--- config.mk ---
export PLATFORM = sky130hd
export DESIGN_NAME = tfifo_trig
export DESIGN_NICKNAME = d
export VERILOG_FILES = /design/src/rtl/tfifo_pkg.sv /design/src/rtl/tfifo_store.sv /design/src/rtl/tfifo_flag.sv /design/src/rtl/tfifo_trig.sv
export SDC_FILE = /design/constraint.sdc
export NUM_CORES = 1
export LEC_CHECK = 0
export ABC_CLOCK_PERIOD_IN_PS = 5930
export BUFFER_PORTS_ARGS = -buffer_cell sky130_fd_sc_hd__buf_2
export CORE_ASPECT_RATIO = 1.2
export CORE_UTILIZATION = 51
export CTS_CLUSTER_DIAMETER = 200
export DETAILED_ROUTE_END_ITERATION = 10
export GPL_ROUTABILITY_DRIVEN = 0
export PLACE_DENSITY = 0.73
export SYNTH_ARGS = -nofsm -noshare
export SYNTH_HDL_FRONTEND = slang
export SYNTH_HIERARCHICAL = 1
export SYNTH_SLANG_ARGS = --single-unit
export TNS_END_PERCENT = 1
--- constraint.sdc ---
create_clock -name clk -period 5.93 [get_ports clk]
set_input_delay 0.2965 -clock clk [delete_from_list [all_inputs] [get_ports clk]]
set_output_delay 0.2965 -clock clk [all_outputs]
set_load 0.005 [all_outputs]
--- src/rtl/tfifo_pkg.sv ---
package tfifo_pkg;

    typedef enum logic [1:0] {
        TRIG_HALF      = 2'd0,
        TRIG_QUARTER   = 2'd1,
        TRIG_EIGHTH    = 2'd2,
        TRIG_SIXTEENTH = 2'd3
    } trig_sel_e;

    // Threshold is the depth divided by 2, 4, 8 or 16.
    function automatic int unsigned trig_thresh(input logic [1:0] sel,
                                                input int unsigned depth);
        int unsigned sh;
        sh = 32'(sel) + 32'd1;
        return depth >> sh;
    endfunction

endpackage

--- src/rtl/tfifo_store.sv ---
module tfifo_store #(
    parameter int unsigned DEPTH = 16,
    parameter int unsigned DW    = 8,
    localparam int unsigned PW   = (DEPTH > 1) ? $clog2(DEPTH) : 1,
    localparam int unsigned CW   = $clog2(DEPTH + 1)
) (
    input  logic          clk,
    input  logic          rst_n,
    input  logic          push_req,
    input  logic [DW-1:0] push_data,
    input  logic          pop_ready,
    output logic          pop_valid,
    output logic [DW-1:0] pop_data,
    output logic [CW-1:0] cnt,
    output logic [CW-1:0] cnt_next
);

    typedef struct packed {
        logic [PW-1:0] wr_ptr;
        logic [PW-1:0] rd_ptr;
        logic [CW-1:0] cnt;
    } store_st_t;

    store_st_t     st_d, st_q;
    logic [DW-1:0] mem_q [DEPTH];
    logic          push_acc;
    logic          pop_acc;

    function automatic logic [PW-1:0] ptr_inc(input logic [PW-1:0] p);
        return (p == PW'(DEPTH - 1)) ? '0 : p + PW'(1);
    endfunction

    always_comb begin
        st_d     = st_q;
        push_acc = push_req && (st_q.cnt != CW'(DEPTH));
        pop_acc  = pop_ready && (st_q.cnt != '0);
        if (push_acc) st_d.wr_ptr = ptr_inc(st_q.wr_ptr);
        if (pop_acc)  st_d.rd_ptr = ptr_inc(st_q.rd_ptr);
        case ({push_acc, pop_acc})
            2'b10:   st_d.cnt = st_q.cnt + CW'(1);
            2'b01:   st_d.cnt = st_q.cnt - CW'(1);
            default: st_d.cnt = st_q.cnt;
        endcase
    end

    always_ff @(posedge clk) begin
        if (!rst_n) st_q <= '0;
        else        st_q <= st_d;
    end

    always_ff @(posedge clk) begin
        if (push_acc) mem_q[st_q.wr_ptr] <= push_data;
    end

    assign pop_valid = (st_q.cnt != '0);
    assign pop_data  = mem_q[st_q.rd_ptr];
    assign cnt       = st_q.cnt;
    assign cnt_next  = st_d.cnt;

endmodule

--- src/rtl/tfifo_flag.sv ---
module tfifo_flag
    import tfifo_pkg::*;
#(
    parameter int unsigned DEPTH = 16,
    localparam int unsigned CW   = $clog2(DEPTH + 1)
) (
    input  logic          clk,
    input  logic          rst_n,
    input  logic [1:0]    trig_sel,
    input  logic [CW-1:0] cnt_next,
    input  logic          stat_rd,
    input  logic          clr_wr,
    input  logic          clr_val,
    output logic          flag
);

    typedef struct packed {
        logic flag;
        logic armed;
    } flag_st_t;

    flag_st_t      st_d, st_q;
    logic [CW-1:0] thr;
    logic          at_or_below;
    logic          clr_ok;

    always_comb begin
        thr         = CW'(trig_thresh(trig_sel, DEPTH));
        at_or_below = (cnt_next <= thr);
        clr_ok      = clr_wr && !clr_val && st_q.armed;
        st_d        = st_q;
        // A level condition wins over a clear in the same cycle.
        st_d.flag   = (clr_ok ? 1'b0 : st_q.flag) | at_or_below;
        if (clr_wr)                    st_d.armed = 1'b0;
        else if (stat_rd && st_q.flag) st_d.armed = 1'b1;
    end

    always_ff @(posedge clk) begin
        if (!rst_n) st_q <= '{flag: 1'b1, armed: 1'b0};
        else        st_q <= st_d;
    end

    assign flag = st_q.flag;

endmodule

--- src/rtl/tfifo_trig.sv ---
module tfifo_trig #(
    parameter int unsigned DEPTH = 16,
    parameter int unsigned DW    = 8,
    localparam int unsigned CW   = $clog2(DEPTH + 1)
) (
    input  logic          clk,
    input  logic          rst_n,
    input  logic          wr_en,
    input  logic [DW-1:0] wr_data,
    output logic          pop_valid,
    output logic [DW-1:0] pop_data,
    input  logic          pop_ready,
    input  logic [1:0]    trig_sel,
    input  logic          stat_rd,
    input  logic          clr_wr,
    input  logic          clr_val,
    output logic          txe_flag,
    output logic [15:0]   cnt_reg
);

    // The count sits in an 8-bit field, so DEPTH must not exceed 255.
    logic [CW-1:0] cnt;
    logic [CW-1:0] cnt_next;

    tfifo_store #(.DEPTH(DEPTH), .DW(DW)) u_store (
        .clk       (clk),
        .rst_n     (rst_n),
        .push_req  (wr_en),
        .push_data (wr_data),
        .pop_ready (pop_ready),
        .pop_valid (pop_valid),
        .pop_data  (pop_data),
        .cnt       (cnt),
        .cnt_next  (cnt_next)
    );

    tfifo_flag #(.DEPTH(DEPTH)) u_flag (
        .clk      (clk),
        .rst_n    (rst_n),
        .trig_sel (trig_sel),
        .cnt_next (cnt_next),
        .stat_rd  (stat_rd),
        .clr_wr   (clr_wr),
        .clr_val  (clr_val),
        .flag     (txe_flag)
    );

    assign cnt_reg = {8'(cnt), 8'h00};

endmodule

======== Yosys cells after proc, flatten, opt, wreduce, memory -nomap -nowiden ========
Memory sizes are Yosys's and may differ from the RTL's. A register that Yosys moved wholly into a read port is not among the register bits.
Index checks and enable logic that the tools add are counted.
word-level totals
  input bits .............................. 17
  logic and storage cells ................. 36
  output and inout port bits .............. 26
  memories kept ........................... 1
  memory bits (writable) .................. 128
  register bits after elaboration ......... 15
memories
  name           words  bits a word  read ports  clocked after memory_dff  write ports  RTL line           RTL
  u_store.mem_q  16     8            1           1                         1            tfifo_store.sv:25  logic [DW-1:0] mem_q [DEPTH];
operators by class
  reductions and logical operators ........ 8
  bitwise logic cells ..................... 2
  mux-type cells .......................... 8
  shift-type cells ........................ 1
  equal/unequal tests ..................... 5
  magnitude comparators ................... 1
  add/subtract/negate cells ............... 5
operator list
  operator                count
  $shr A5 B32 Y5 const A  1
  $mux W4                 4
  $pmux W5 S2             1
  $add A4 B1 Y4 const B   2
  $eq A4 B4 Y1 const B    2
  $add A5 B1 Y5 const B   1
  $le A5 B5 Y1            1
  $logic_and A1 B1 Y1     5
  $ne A5 B5 Y1 const B    1
  $reduce_bool A5 Y1      1
  $sub A5 B1 Y5 const B   1
  $add A2 B1 Y3 const B   1
  $mux W1                 3
  $eq A2 B1 Y1 const B    1
  $eq A2 B2 Y1 const B    1
  $reduce_or A2 Y1        1
  $logic_not A1 Y1        1
  $not A1 Y1              1
  $or A1 B1 Y1            1

======== Depth between registers and ports, before layout ========
Gate-level depths: netlist of run 1.
  word-level depth ........................ 6
  depth in mapped cells ................... 17
  gate-level depth less buffers ........... 14

======== Cells and area by module ========
Netlist of run 1, hierarchy kept.
by module, submodules not included
  module       cells each  area an instance (um2)  instances  seq. area each (um2)
  tfifo_store  329         5938.2                  1          4184.0
  tfifo_flag   23          192.7                   1          40.0
  tfifo_trig   12          86.3                    1          0.0

======== Worst setup path before layout of run 1 ========
Ideal clock, no wire load.
  path type ............................... register -> register
  start ................................... register u_store.st_q, in the netlist u_store/cnt[1]
  end ..................................... register u_flag.st_q, in the netlist u_flag/flag
  path slack .............................. 2.637 ns
  period minus slack after synthesis ...... 3.293 ns
  stages on the path, launching flop included .. 16
  arrival ................................. 3.219 ns
  required time ........................... 5.857 ns
  buffers on the path ..................... 2
  library setup time ...................... 0.073 ns
  cell sequence ........................... dfxtp_1 -> buf_6 -> or4_4 -> o21ai_2 -> inv_1 -> ha_1 -> buf_2 -> xor2_1 -> ha_1 -> nor2b_1 -> o32ai_1 -> mux2i_1 -> or3_1 -> a211oi_1 -> nand2_1 -> o211ai_2
between the ends
  longest elaborated chain between the ends .. 6
  elaborated cells between the ends (all ways) .. 11
  classes of those cells .................. add/sub (2); order compare (1); eq/ne (3); mux (1); bitwise (1); reduce/logical (3)
RTL lines
  what                                                   RTL line           RTL
  start: declaration                                     tfifo_store.sv:24  store_st_t st_d, st_q;
  start signal: assignment                               tfifo_store.sv:48  else st_q <= st_d;
  branches (longest 3 deep; another with $sub A5 B1 Y5)  --
  $pmux W5 S2 *                                          tfifo_store.sv:39  case ({push_acc, pop_acc})
  named net cnt_next[4]                                  tfifo_trig.sv:23   logic [CW-1:0] cnt_next;
  $le A5 B5 Y1 *                                         tfifo_flag.sv:29   at_or_below = (cnt_next <= thr);
  $or A1 B1 Y1 *                                         tfifo_flag.sv:33   st_d.flag = (clr_ok ? 1'b0 : st_q.flag) | at_or_below;
  end signal: assignment                                 tfifo_flag.sv:39   if (!rst_n) st_q <= '{flag: 1'b1, armed: 1'b0};
  end signal: assignment                                 tfifo_flag.sv:40   else st_q <= st_d;
  end: declaration                                       tfifo_flag.sv:22   flag_st_t st_d, st_q;
Mark *: on every way through the listed nets, which the timed path passes.
A chain may end at the register's enable or synchronous reset.

======== Final worst setup path of run 1 ========
  start ................................... register u_store.st_q, in the netlist u_store/cnt[2]
  end ..................................... register u_flag.st_q, in the netlist u_flag/flag
The elaborated chain is that of the path after synthesis.

==> impl_summary.md, run 1 <==
Drt
The highest metal layer with signal wires is met4. The wire length on met3 is 597 um. The met2 routed wirelength is 6.16 mm. The average wire per cell in the routed design is 20.9 um. The remaining design rule violation count is 0.

The number of iterations in the first detailed-routing pass is 4. The DRC marker count from the first detailed-route iteration is 206. The final layout contains routed wiring with a total length of 11.7 mm.

The detailed router placed 3216 vias in this run. Using the TritonRoute via totals, the vias-per-cell ratio works out to 5.72. The detail route stage leaves a number of antenna-violating nets equal to 0. After detailed routing, the wire length on met1 is 4.78 mm.

Critical path
The number of buffers and inverters on the critical path is 1. The delay of the slowest cell on the worst path is 550 ps. At the worst endpoint, the required time is 6280 ps. The kind of launch point of the worst setup path is a register. The slowest stage of the critical path is the sky130_fd_sc_hd__or4_4 cell.

The worst reg-to-reg setup slack is 2240 ps. STA classifies the critical path endpoint as a register. Grouping stages by cell kind, the critical path spends the most delay in simple AND/OR/NAND/NOR gates. The signal on the critical path passes through or4_4, o21a_4, inv_2, ha_1, xor2_1, ha_1, nor2b_1, o32ai_1, mux2i_1, or3_1, a211oi_1, nand2_1, o211ai_2. For the worst setup path, the data arrival time is 4030 ps. The most prevalent standard cell on the critical path is sky130_fd_sc_hd__ha_1.

The critical path is of the reg -> reg type. In this run the worst path has a maximum fanout of 12.

Layout
Compared with the post-synthesis result, the final layout area differs by 13.4%. The most common cell after layout, fill and taps aside is sky130_fd_sc_hd__edfxtp_1. After routing the design area is 7050 um^2.

The filler cells instantiated in the layout total 875. 0 antenna diodes ended up in the layout. Of the cells placed in the final design, the portion with a size suffix greater than 1 is 0.274. Once layout is complete, the cells apart from fillers number 562.

In the final design database the tool counted 421 nets. The flip-flop count of the largest register, all copies and words added is 128. Leaving out fill and tap cells, the most frequent cells in the layout are sky130_fd_sc_hd__edfxtp_1 (128), sky130_fd_sc_hd__mux4_2 (32), sky130_fd_sc_hd__buf_2 (31), sky130_fd_sc_hd__clkbuf_16 (22), sky130_fd_sc_hd__nand2_1 (20). The multi-input combinational cells in the finished layout cover a total of 1820 um^2.

Registers take 4230 um^2.

Placement
Buffers placed on the I/O ports in this run total 31. In this run the cell area measured after placement is 6440 um^2. The half-perimeter wire length after detailed placement is 7.65 mm.

The instance count after placement with tap cells included is 530.

STA
Setup violations remaining at the end of the flow were counted as 0. Final hold analysis gives a worst-case slack of 58.9 ps. Across the routed clock network, the largest skew measured is 8.10 ps. Static timing analysis puts the maximum clock frequency at 0.271 GHz. Setup repair after global routing left no endpoint under its margin. For the pin with the worst max-slew slack, the measured transition is 1170 ps.

The worst slew slack as a fraction of its limit is 0.217. The minimum clock period after layout is 3690 ps. The final max-slew violation count is 0. The number of endpoints with negative hold slack in the final report is 0. The total negative slack for setup checks is 0 ps. Of the available clock period, the critical path in the final layout requires 0.622.

Synthesis
For this run, the number of Yosys warnings is 6. Of all flip-flops after synthesis, the portion carrying an async set or reset was 0. Counting every instance in the synthesized netlist gives 364.

The average instance in the mapped netlist occupies 17.1 um^2. By area the synthesized netlist is led by sky130_fd_sc_hd__edfxtp_1 (62%), sky130_fd_sc_hd__mux4_2 (12%), sky130_fd_sc_hd__dfxtp_1 (6.1%), sky130_fd_sc_hd__ha_1 (2.4%), sky130_fd_sc_hd__a22oi_1 (1.9%). The post-synthesis sequential area ratio is 0.679.

The most used flip-flop cell after synthesis is sky130_fd_sc_hd__edfxtp_1. Counting flops and latches in the post-synthesis netlist gives 147. Of the post-synthesis cell area, the dominant cell type holds 0.618. The dominant cell type by area after synthesis is sky130_fd_sc_hd__edfxtp_1.

The synthesized netlist occupies a cell area of 6220 um^2. The number of enable flip-flop cells after synthesis is 128. The number of different library cells in the post-synthesis netlist is 51.

Clocking
The insertion delay to the later sink of the worst-skew pair is 420 ps. The TritonCTS clock tree is yes. After clock tree synthesis, the clock-pin slew on the worst setup and hold paths is 60 ps.

The number of clock buffers added by TritonCTS is 17. In this run the post-CTS setup repair buffer count came out at 0. Counting every sink on the clock net gives 147. The H-tree generated during clock tree synthesis spans 4 levels. The deepest clock path buffer count is 2. The buffer cell driving the clock tree root is sky130_fd_sc_hd__clkbuf_16. The post-cts gate resize count is 0.

The number of hold buffers added after cts is 0.

Outcome
The flow ran to the end, and the final reports show no timing, DRC or antenna violations.

Floorplanning
The number of top-level design ports is 43. The area of the core region is 11700 um^2. The overall die area is 12600 um^2. The die height is 123 um.

The die is 103 um wide. The row count is 43. The initial core utilization is 0.530.

Flow run
The max-capacitance violation count is 0.

Power
Of the total power, combinational logic draws 0.223. The part of the power in the clock network is 0.362. The sequential share of power is 0.415. Power spread over the standard cell area amounts to 416 nW/um^2.

Internal power comes to 2.16 mW. For this design the static power due to leakage is 2.45 nW. The overall power after layout is 2.94 mW. The worst voltage drop across the vdd grid is 282 uV.

Summed over all nets, the switching power comes to 775 uW. The switching share of total power is 0.264.

Worst hold path
The tightest min-delay check is of the in -> reg type.

Global route
The overall track demand over capacity in global routing is 0.206. The via count of the first global-routing pass is 3284. The maximum number of pins on one net before global-route repair is 33.

The leftover overflow at the end of global routing is 0. The first global-routing pass estimated 18.4 mm of wire. The initial antenna violation count is 0.
[Yosys cell counts (3+ instances only)]
cell and instances:
sky130_fd_sc_hd__nand2_1 20, sky130_fd_sc_hd__buf_2 6, sky130_fd_sc_hd__nand3_1 6, sky130_fd_sc_hd__a21oi_1 5
sky130_fd_sc_hd__inv_1 7, sky130_fd_sc_hd__and2_1 12, sky130_fd_sc_hd__and3_1 5, sky130_fd_sc_hd__buf_4 16
sky130_fd_sc_hd__mux2i_1 4, sky130_fd_sc_hd__nor3b_1 3, sky130_fd_sc_hd__dfxtp_1 19, sky130_fd_sc_hd__mux4_2 32
sky130_fd_sc_hd__nor2_1 3, sky130_fd_sc_hd__nor2b_1 4, sky130_fd_sc_hd__clkbuf_1 8, sky130_fd_sc_hd__xnor2_1 5
sky130_fd_sc_hd__nand3b_1 3, sky130_fd_sc_hd__edfxtp_1 128, sky130_fd_sc_hd__ha_1 12, sky130_fd_sc_hd__a22oi_1 16
sky130_fd_sc_hd__nand2b_1 8, sky130_fd_sc_hd__nor4b_1 4
[kinds of logic after synthesis]
| family | after synthesis | synth area share |
|---|---|---|
| other cells | 1 | 0.000603 |
| xor+xnor | 6 | 0.00845 |
| simple gates | 75 | 0.0696 |
| compound gates | 44 | 0.0549 |
| buf+inv | 42 | 0.0386 |
| flops | 147 | 0.679 |
| mux | 37 | 0.124 |
| fa+ha+maj | 12 | 0.0241 |
[worst paths after layout]
| check | from | to | cells past startpoint |
|---|---|---|---|
| hold reg to reg | u_flag/flag | u_flag/flag | 2 |
| setup / recovery | u_store/cnt[2] | u_flag/flag | 13 |
| setup reg to reg | u_store/cnt[2] | u_flag/flag | 13 |
| hold / removal | clr_wr | u_flag/st_q[0] | 2 |
[per-stage QoR]
step           setup WS [ps]   util
2_1_floorplan           2640      -
3_3_place_gp            2480  0.549
3_5_place_dp            2330  0.549
4_1_cts                 2290  0.601
5_1_grt                 1990  0.601
6_report                2240  0.601
[routing by layer]
| layer | track usage | vias to the layer above |
|---|---|---|
| li1 | - | 1468 |
| met1 | 0.253 | 1614 |
| met2 | 0.352 | 111 |
| met4 | 0.0713 | 0 |
| met5 | 0 | - |
| met3 | 0.0531 | 23 |
[cell type report]
| type | count | share of cell area |
|---|---|---|
| clock inverter | 8 | 0.00816 |
| inverter | 8 | 0.00426 |
| sequential | 147 | 0.599 |
| timing repair buffer | 33 | 0.0241 |
| multi-input combinational | 185 | 0.257 |
| tap | 157 | 0.0279 |
| clock buffer | 24 | 0.0791 |
[power groups by stage]
stage	combinational [mW]	sequential, mW	clock, mW
6_report	0.654	1.22	1.06
5_1_grt	0.723	1.22	1.12
4_1_cts	0.664	1.22	1.08
3_5_place_dp	0.659	1.24	0
3_3_place_gp	0.646	1.23	0
2_1_floorplan	0.540	1.21	0
(Power assumes the default switching activity.)
==> run 2: changes to the inputs <==
- ABC_CLOCK_PERIOD_IN_PS: 5930 -> 3000
- PLACE_DENSITY: 0.73 -> 0.76
- clock period: 5.93 -> 3 ns (I/O delays scaled with it)
==> run 2 against run 1 <==
Effect of this change: non-clock buffer count increased by 14; via count increased by 2.8%; setup slack got worse by 2200 ps; sequential power increased by 97%; combinational power increased by 130%; critical path depth unchanged; first-iteration DRC count increased by 69%; worst hold slack got worse by 28 ps; routed wire length increased by 2.9%; maximum frequency increased by 24%; critical path type unchanged; largest power group unchanged.
==> impl_summary.md, run 2 (synthesis gave the netlist of run 1 again) <==
Outcome
The flow ran to the end, and the final reports show no timing, DRC or antenna violations.

Drt
The number of iterations in the first detailed-routing pass is 5 (+1). The via count was 3306 (+2.8%). The ratio of routed vias to standard cells was 5.75 (+0.47%). The average wire per cell in the routed design was 21.0 um (+0.58%). The DRC marker count from the first detailed-route iteration is 348 (+69%). The remaining antenna violation count after routing is 0 (unchanged).

The routed wire length came to 12.1 mm (+2.9%). The remaining design rule violation count is 0 (unchanged).

Layout
Leaving out fill and tap cells, the most frequent cell in the layout is sky130_fd_sc_hd__edfxtp_1. The area growth from synthesis to layout is 15.5%. The area occupied by multi-input gates is 1870 um^2 (+3.1%). In the layout the commonest cells are sky130_fd_sc_hd__edfxtp_1 (128), sky130_fd_sc_hd__mux4_2 (32), sky130_fd_sc_hd__buf_2 (31), sky130_fd_sc_hd__nand2_1 (20), sky130_fd_sc_hd__dfxtp_1 (18).

The number of inserted diodes came to 0 (unchanged). The register area is 4230 um^2 (unchanged). The final net count is 435 (+3.3%). The proportion of layout cells with a drive suffix above 1 is 0.316 (+0.0417). The number of fillers in the final layout is 860 (-1.7%).

The flip-flop count of the largest register, all copies and words added is 128 (unchanged).

Power
The total leakage power came to 2.49 nW (+1.5%). The sequential share of power is 0.406 (-0.009). The switching power of the nets was 1.61 mW (+110%). The internal power component was 4.31 mW (+99%). The part of the power in the clock network came to 0.340 (-0.022). The switching share of total power is 0.272 (+0.00807).

The worst voltage drop across the vdd grid is 571 uV (+100%). The share of total power in combinational logic is 0.253 (+0.030). The overall power after layout came to 5.92 mW (+100%). The total power divided by cell area is 824 nW/um^2 (+98%).

Floorplanning
The number of top-level design ports is 43 (unchanged). The row count came to 43 (unchanged). The horizontal die dimension is 103 um (unchanged). The overall die area is 12600 um^2 (unchanged).

The die height is 123 um (unchanged). The area of the core region is 11700 um^2 (unchanged). The initial core utilization is 0.530 (unchanged).

STA
The worst slew slack as a fraction of its limit is 0.191 (-0.0261). The actual slew at the worst max-slew pin is 1210 ps (+39.0 ps). The number of endpoints failing setup at the final stage came to 0 (unchanged). The final max-slew violation count is 0 (unchanged). The portion of the clock cycle consumed by the worst path in the final layout came to 0.989 (+0.367).

The final setup skew came to 4.68 ps (-3.42 ps). Setup repair after global routing could not meet its margin everywhere. The slack of the critical path is 33.5 ps (-2210 ps).

The minimum clock period after layout came to 2970 ps (-719 ps). The number of endpoints with negative hold slack in the final report is 0 (unchanged). The maximum frequency from static timing analysis is 0.337 GHz (+24%).

Clocking
The number of H-tree levels was 4 (unchanged). The insertion delay to the later sink of the worst-skew pair is 420 ps (about the same). The TritonCTS clock tree is yes.

The total CTS buffers came to 17 (unchanged). The clock-pin transition on the worst setup and hold timing paths is 60 ps (about the same). The cell sitting at the root of the clock tree is a sky130_fd_sc_hd__clkbuf_16. The deepest clock path buffer count was 2 (unchanged).

The number of clock sinks is 147 (unchanged).

Flow run
The max-capacitance violation count came to 0 (unchanged).

Critical path
The data arrival at the endpoint of the critical path is 3310 ps (-720 ps). The required arrival time at the worst endpoint is 3340 ps (-2940 ps). In this run the critical register-to-register path is launched from u_store/cnt[0]. The startpoint of the most critical setup path is u_store/cnt[0]. STA classifies the critical path startpoint as a register.

The worst setup path is captured at a register. The largest fanout of any net on the critical path is 4 (-8). The critical path is of the reg -> reg type.

Global route
The overall track demand over capacity in global routing is 0.212 (+0.00616). The maximum number of pins on one net before global-route repair is 33 (unchanged). The first-pass GRT wire length came to 18.7 mm (+2.0%). The initial antenna violation count is 0 (unchanged). The leftover overflow at the end of global routing was 0 (unchanged). The via count of the first global-routing pass came to 3343 (+1.8%).

Placement
The half-perimeter wire length after detailed placement is 7.62 mm (-0.40%). The post-place setup slack is -13.8 ps (-2340 ps). The count of buffers inserted at the top-level ports is 31 (unchanged).

Worst hold path
The startpoint identified for the worst hold timing path is clr_val. In this run the worst hold path is classified as in -> reg.
==> run 2: cell count changes in the layout (fill, tap and decap cells not counted), sizes merged <==
| cell | delta |
|---|---|
| clkinvlp | +4 |
| buf | +13 |
| dlygate4sd3 | +1 |
| clkbuf | -7 |
| bufinv | +2 |
==> run 2: path summary, 6_finish.rpt <==
path                       to  slack, ps  cells past startpoint
hold reg to reg   u_flag/flag        500                      2
hold / removal    u_flag/flag         30                      4
setup / recovery  u_flag/flag         30                     13
setup reg to reg  u_flag/flag         30                     13
==> run 2: stage by stage <==
stage,area [um^2],util,instances,hold slack [ps],TNS [ps]
after CTS,7170,0.611,575,21.3,0
after floorplan,6310,-,374,226,-165
after global placement,6560,0.559,539,327,0
final,7180,0.612,575,31.3,0
after global routing,7180,0.612,575,45.5,-156
after detailed placement,6560,0.559,539,333,-13.8
==> run 2: worst max-delay path, stage by stage, from the launching register on <==
cell and delay (ps):
sky130_fd_sc_hd__dfxtp_1 310, sky130_fd_sc_hd__or4_4 570, sky130_fd_sc_hd__o21ai_4 150, sky130_fd_sc_hd__inv_2 70, sky130_fd_sc_hd__ha_4 160, sky130_fd_sc_hd__xor2_1 140, sky130_fd_sc_hd__ha_2 200, sky130_fd_sc_hd__nor2b_4 130
sky130_fd_sc_hd__o32ai_2 260, sky130_fd_sc_hd__mux2i_1 140, sky130_fd_sc_hd__or3_4 360, sky130_fd_sc_hd__a211oi_2 190, sky130_fd_sc_hd__nand2_1 80, sky130_fd_sc_hd__o211ai_2 130
==> run 2: power groups by stage <==
stage               Sequential, mW  Clock (mW)  Combinational [mW]
floorplan                     2.40           0                1.13
global placement              2.44           0                1.40
detailed placement            2.45           0                1.43
CTS                           2.41        2.04                1.48
global route                  2.42        2.12                1.64
finish                        2.40        2.01                1.50
==> run 2: final cells by class <==
type	instances	share of cell area
clock buffer	17	0.0592
tap	157	0.0274
timing repair buffer	47	0.0404
multi-input combinational	185	0.261
inverter	8	0.00453
clock inverter	14	0.0193
sequential	147	0.588
==> run 2: per-layer routing <==
| metal | global-route usage | wire length (um) |
|---|---|---|
| met5 | 0 | 0 |
| met4 | 0.0942 | 228 |
| met3 | 0.0503 | 585 |
| met2 | 0.363 | 6480 |
| met1 | 0.254 | 4770 |
==> run 2: what timing repair did <==
item / 4_1_cts / 5_1_grt
setup endpoints to repair: 1 / 2
endpoints found under the hold margin: 1 / 0
resized for setup: 2 / 3
setup buffers: 4 / 0
pin swaps: 2 / 5
hold buffers: 1 / 0
gates cloned: 0 / 0
==> run 3: changes to the inputs <==
- CORE_MARGIN: unset -> 2
==> run 3 against run 2 <==
Effect of this change: the flow now finishes with violations (negative setup slack); routed wire length increased by 0.83%; critical path depth increased by 1; final area up 1.3%; global-route usage shrank 1.3 points; worst hold slack better by 27 ps; power grew 3.8%; clock skew is 4.0 ps higher; via count up 1.4%; register-to-register slack got worse by 40 ps; die area up 3.6%; critical path type unchanged; critical endpoint unchanged; highest routed layer unchanged.
==> impl_summary.md, run 3 (synthesis gave the netlist of run 1 again) <==
Layout
The final net count is 439 (+0.92%). The most common cell after layout, fill and taps aside is sky130_fd_sc_hd__edfxtp_1. The number of inserted diodes is 0 (unchanged). The proportion of layout cells with a drive suffix above 1 is 0.312 (-0.00373). The top cell types in the final layout, fill and taps aside, are sky130_fd_sc_hd__edfxtp_1 (128), sky130_fd_sc_hd__mux4_2 (32), sky130_fd_sc_hd__buf_2 (31), sky130_fd_sc_hd__nand2_1 (20). The flip-flop count of the largest register, all copies and words added is 128 (unchanged).

The area growth from synthesis to layout is 17.0%.

Critical path
The data arrival at the endpoint of the critical path is 3350 ps (+40 ps). Walking the worst path, the cells encountered are or4_4, o21a_4, inv_4, ha_4, xor2_1, ha_2, a21oi_2, xnor2_1, nand2b_1, xnor2_1, ha_1, nand3_2, o31a_1, o211ai_2. The most prevalent standard cell on the critical path is sky130_fd_sc_hd__xnor2_1. The required arrival time at the worst endpoint came to 3340 ps (about the same). The kind of launch point of the worst setup path is a register. STA classifies the critical path endpoint as a register. The number of buffer and inverter stages on the critical path is 1 (unchanged).

The critical path class is reg -> reg. The largest fanout of any net on the critical path is 5 (+1). The delay of the slowest cell on the worst path is 570 ps (about the same).

The slowest stage of the critical path belongs to the cell sky130_fd_sc_hd__or4_4. The gate family responsible for the most delay along the worst path is simple AND/OR/NAND/NOR gates.

STA
The maximum frequency from static timing analysis is 0.332 GHz (-1.4%). The final max-slew violation count is 0 (unchanged). The final setup skew was 8.64 ps (+3.96 ps).

Setup repair after global routing could not meet its margin everywhere. The number of endpoints with negative hold slack in the final report is 0 (unchanged). The portion of the clock cycle consumed by the worst path in the final layout is 1.00 (+0.0140). The slack of the critical path was -8.37 ps (-41.9 ps). The minimum clock period after layout is 3010 ps (+41.9 ps). The number of endpoints failing setup at the final stage is 1 (+1). The worst slew slack as a fraction of its limit is 0.469 (+0.278). The actual slew at the worst max-slew pin is 795 ps (-415 ps).

The worst hold slack is 58.1 ps (+26.9 ps).

Flow run
The max-capacitance violation count is 0 (unchanged).

Power
The overall power after layout was 6.14 mW (+3.8%). The worst voltage drop across the vdd grid is 558 uV (-2.3%). The total leakage power came to 2.54 nW (+2.1%). The total power divided by cell area was 844 nW/um^2 (+2.4%).

Placement
The count of buffers inserted at the top-level ports came to 31 (unchanged). The post-place setup slack is -74.9 ps (-61.1 ps). The half-perimeter wire length after detailed placement is 7.86 mm (+3.1%).

Worst hold path
In this run the worst hold path is classified as in -> reg.

Clocking
The total CTS buffers is 17 (unchanged). The number of clock sinks came to 147 (unchanged). The deepest clock path buffer count is 2 (unchanged). The number of H-tree levels was 4 (unchanged).

The clock-pin transition on the worst setup and hold timing paths came to 60 ps (about the same). TritonCTS built the clock tree. The buffer cell driving the clock tree root is sky130_fd_sc_hd__clkbuf_16.

The insertion delay to the later sink of the worst-skew pair was 410 ps (about the same).

Global route
The overall track demand over capacity in global routing was 0.199 (-0.0132). The first-pass GRT wire length is 19.2 mm (+2.7%). The via count of the first global-routing pass is 3448 (+3.1%). The leftover overflow at the end of global routing is 0 (unchanged).

The initial antenna violation count is 0 (unchanged). The maximum number of pins on one net before global-route repair came to 33 (unchanged).

Drt
The remaining design rule violation count came to 0 (unchanged). The DRC marker count from the first detailed-route iteration is 281 (-19%). The routed wire length is 12.2 mm (+0.83%). The ratio of routed vias to standard cells is 5.74 (-0.20%).

The average wire per cell in the routed design is 20.8 um (-0.73%). The remaining antenna violation count after routing is 0 (unchanged). The via count is 3351 (+1.4%).

The number of iterations in the first detailed-routing pass is 5 (unchanged).

Floorplanning
The overall die area came to 13100 um^2 (+3.6%). The row count was 44 (+2.3%). The horizontal die dimension is 105 um (+1.9%). The initial core utilization came to 0.518 (-0.0120).

The area of the core region is 12000 um^2 (+2.3%). The number of top-level design ports is 43 (unchanged). The die height is 125 um (+1.6%).

Outcome
The checks that failed: negative setup slack. The flow ran to the end, but the final reports show violations.
[run 3: cell count changes in the layout (fill, tap and decap cells not counted)]
cell / before / now
sky130_fd_sc_hd__buf_4: 14 / 18
sky130_fd_sc_hd__bufinv_16: 2 / 5
sky130_fd_sc_hd__clkbuf_1: 0 / 3
sky130_fd_sc_hd__clkinv_1: 2 / 4
sky130_fd_sc_hd__clkinv_2: 3 / 1
sky130_fd_sc_hd__clkinvlp_4: 4 / 1
sky130_fd_sc_hd__inv_6: 2 / 0
[run 3: cell type report]
type	count	area (um^2)
repair buffers	51	320
well taps	161	201
flip-flops and latches	147	4230
fillers	915	4730
clock inverters	12	186
inverters	8	32.5
clock buffers	20	437
multi-input cells	185	1870
[run 3: final timing paths]
kind                                      from             end  slack [ps]  cells after the start
worst max-delay path            u_store/cnt[3]     u_flag/flag          -8                     14
worst max register to register  u_store/cnt[3]     u_flag/flag          -8                     14
worst min register to register  u_flag/st_q[0]  u_flag/st_q[0]         510                      2
worst min-delay path                   clr_val     u_flag/flag          60                      4
[run 3: routing by layer]
metal | vias up | part of all wire | global-route usage | wire (um)
li1 | 1499 | - | - | -
met1 | 1725 | 0.38 | 0.235 | 4670
met2 | 115 | 0.55 | 0.349 | 6670
met3 | 12 | 0.053 | 0.0501 | 644
met4 | 0 | 0.015 | 0.0792 | 184
met5 | - | 0 | 0 | 0
[run 3: per-stage QoR]
| stage | setup TNS (ps) | instances | util | cell area [um^2] |
|---|---|---|---|---|
| 3_3_place_gp | 0 | 548 | 0.550 | 6600 |
| 4_1_cts | 0 | 584 | 0.606 | 7270 |
| 3_5_place_dp | -74.9 | 548 | 0.550 | 6600 |
| 2_1_floorplan | -165 | 374 | - | 6310 |
| 6_report | -8.37 | 584 | 0.606 | 7270 |
| 5_1_grt | -149 | 584 | 0.606 | 7270 |
[run 3: timing repair]
item / CTS / global route
gates cloned: 0 / 0
setup buffers: 3 / 0
hold endpoints to repair: 1 / 0
pin swaps: 11 / 3
resized for setup: 5 / 0
hold buffers: 1 / 0
setup endpoints to repair: 1 / 1
[run 3: power breakdown]
group          internal [mW]  switching, mW  leakage [nW]
sequential              2.32         0.0479          1.31
combinational          0.779          0.771         0.932
clock                   1.46          0.761         0.298
[run 3: worst min-delay path: stages]
cell,delay [ps]
sky130_fd_sc_hd__buf_2,70
sky130_fd_sc_hd__nand3b_1,90
sky130_fd_sc_hd__nand2_1,70
sky130_fd_sc_hd__o211ai_2,50
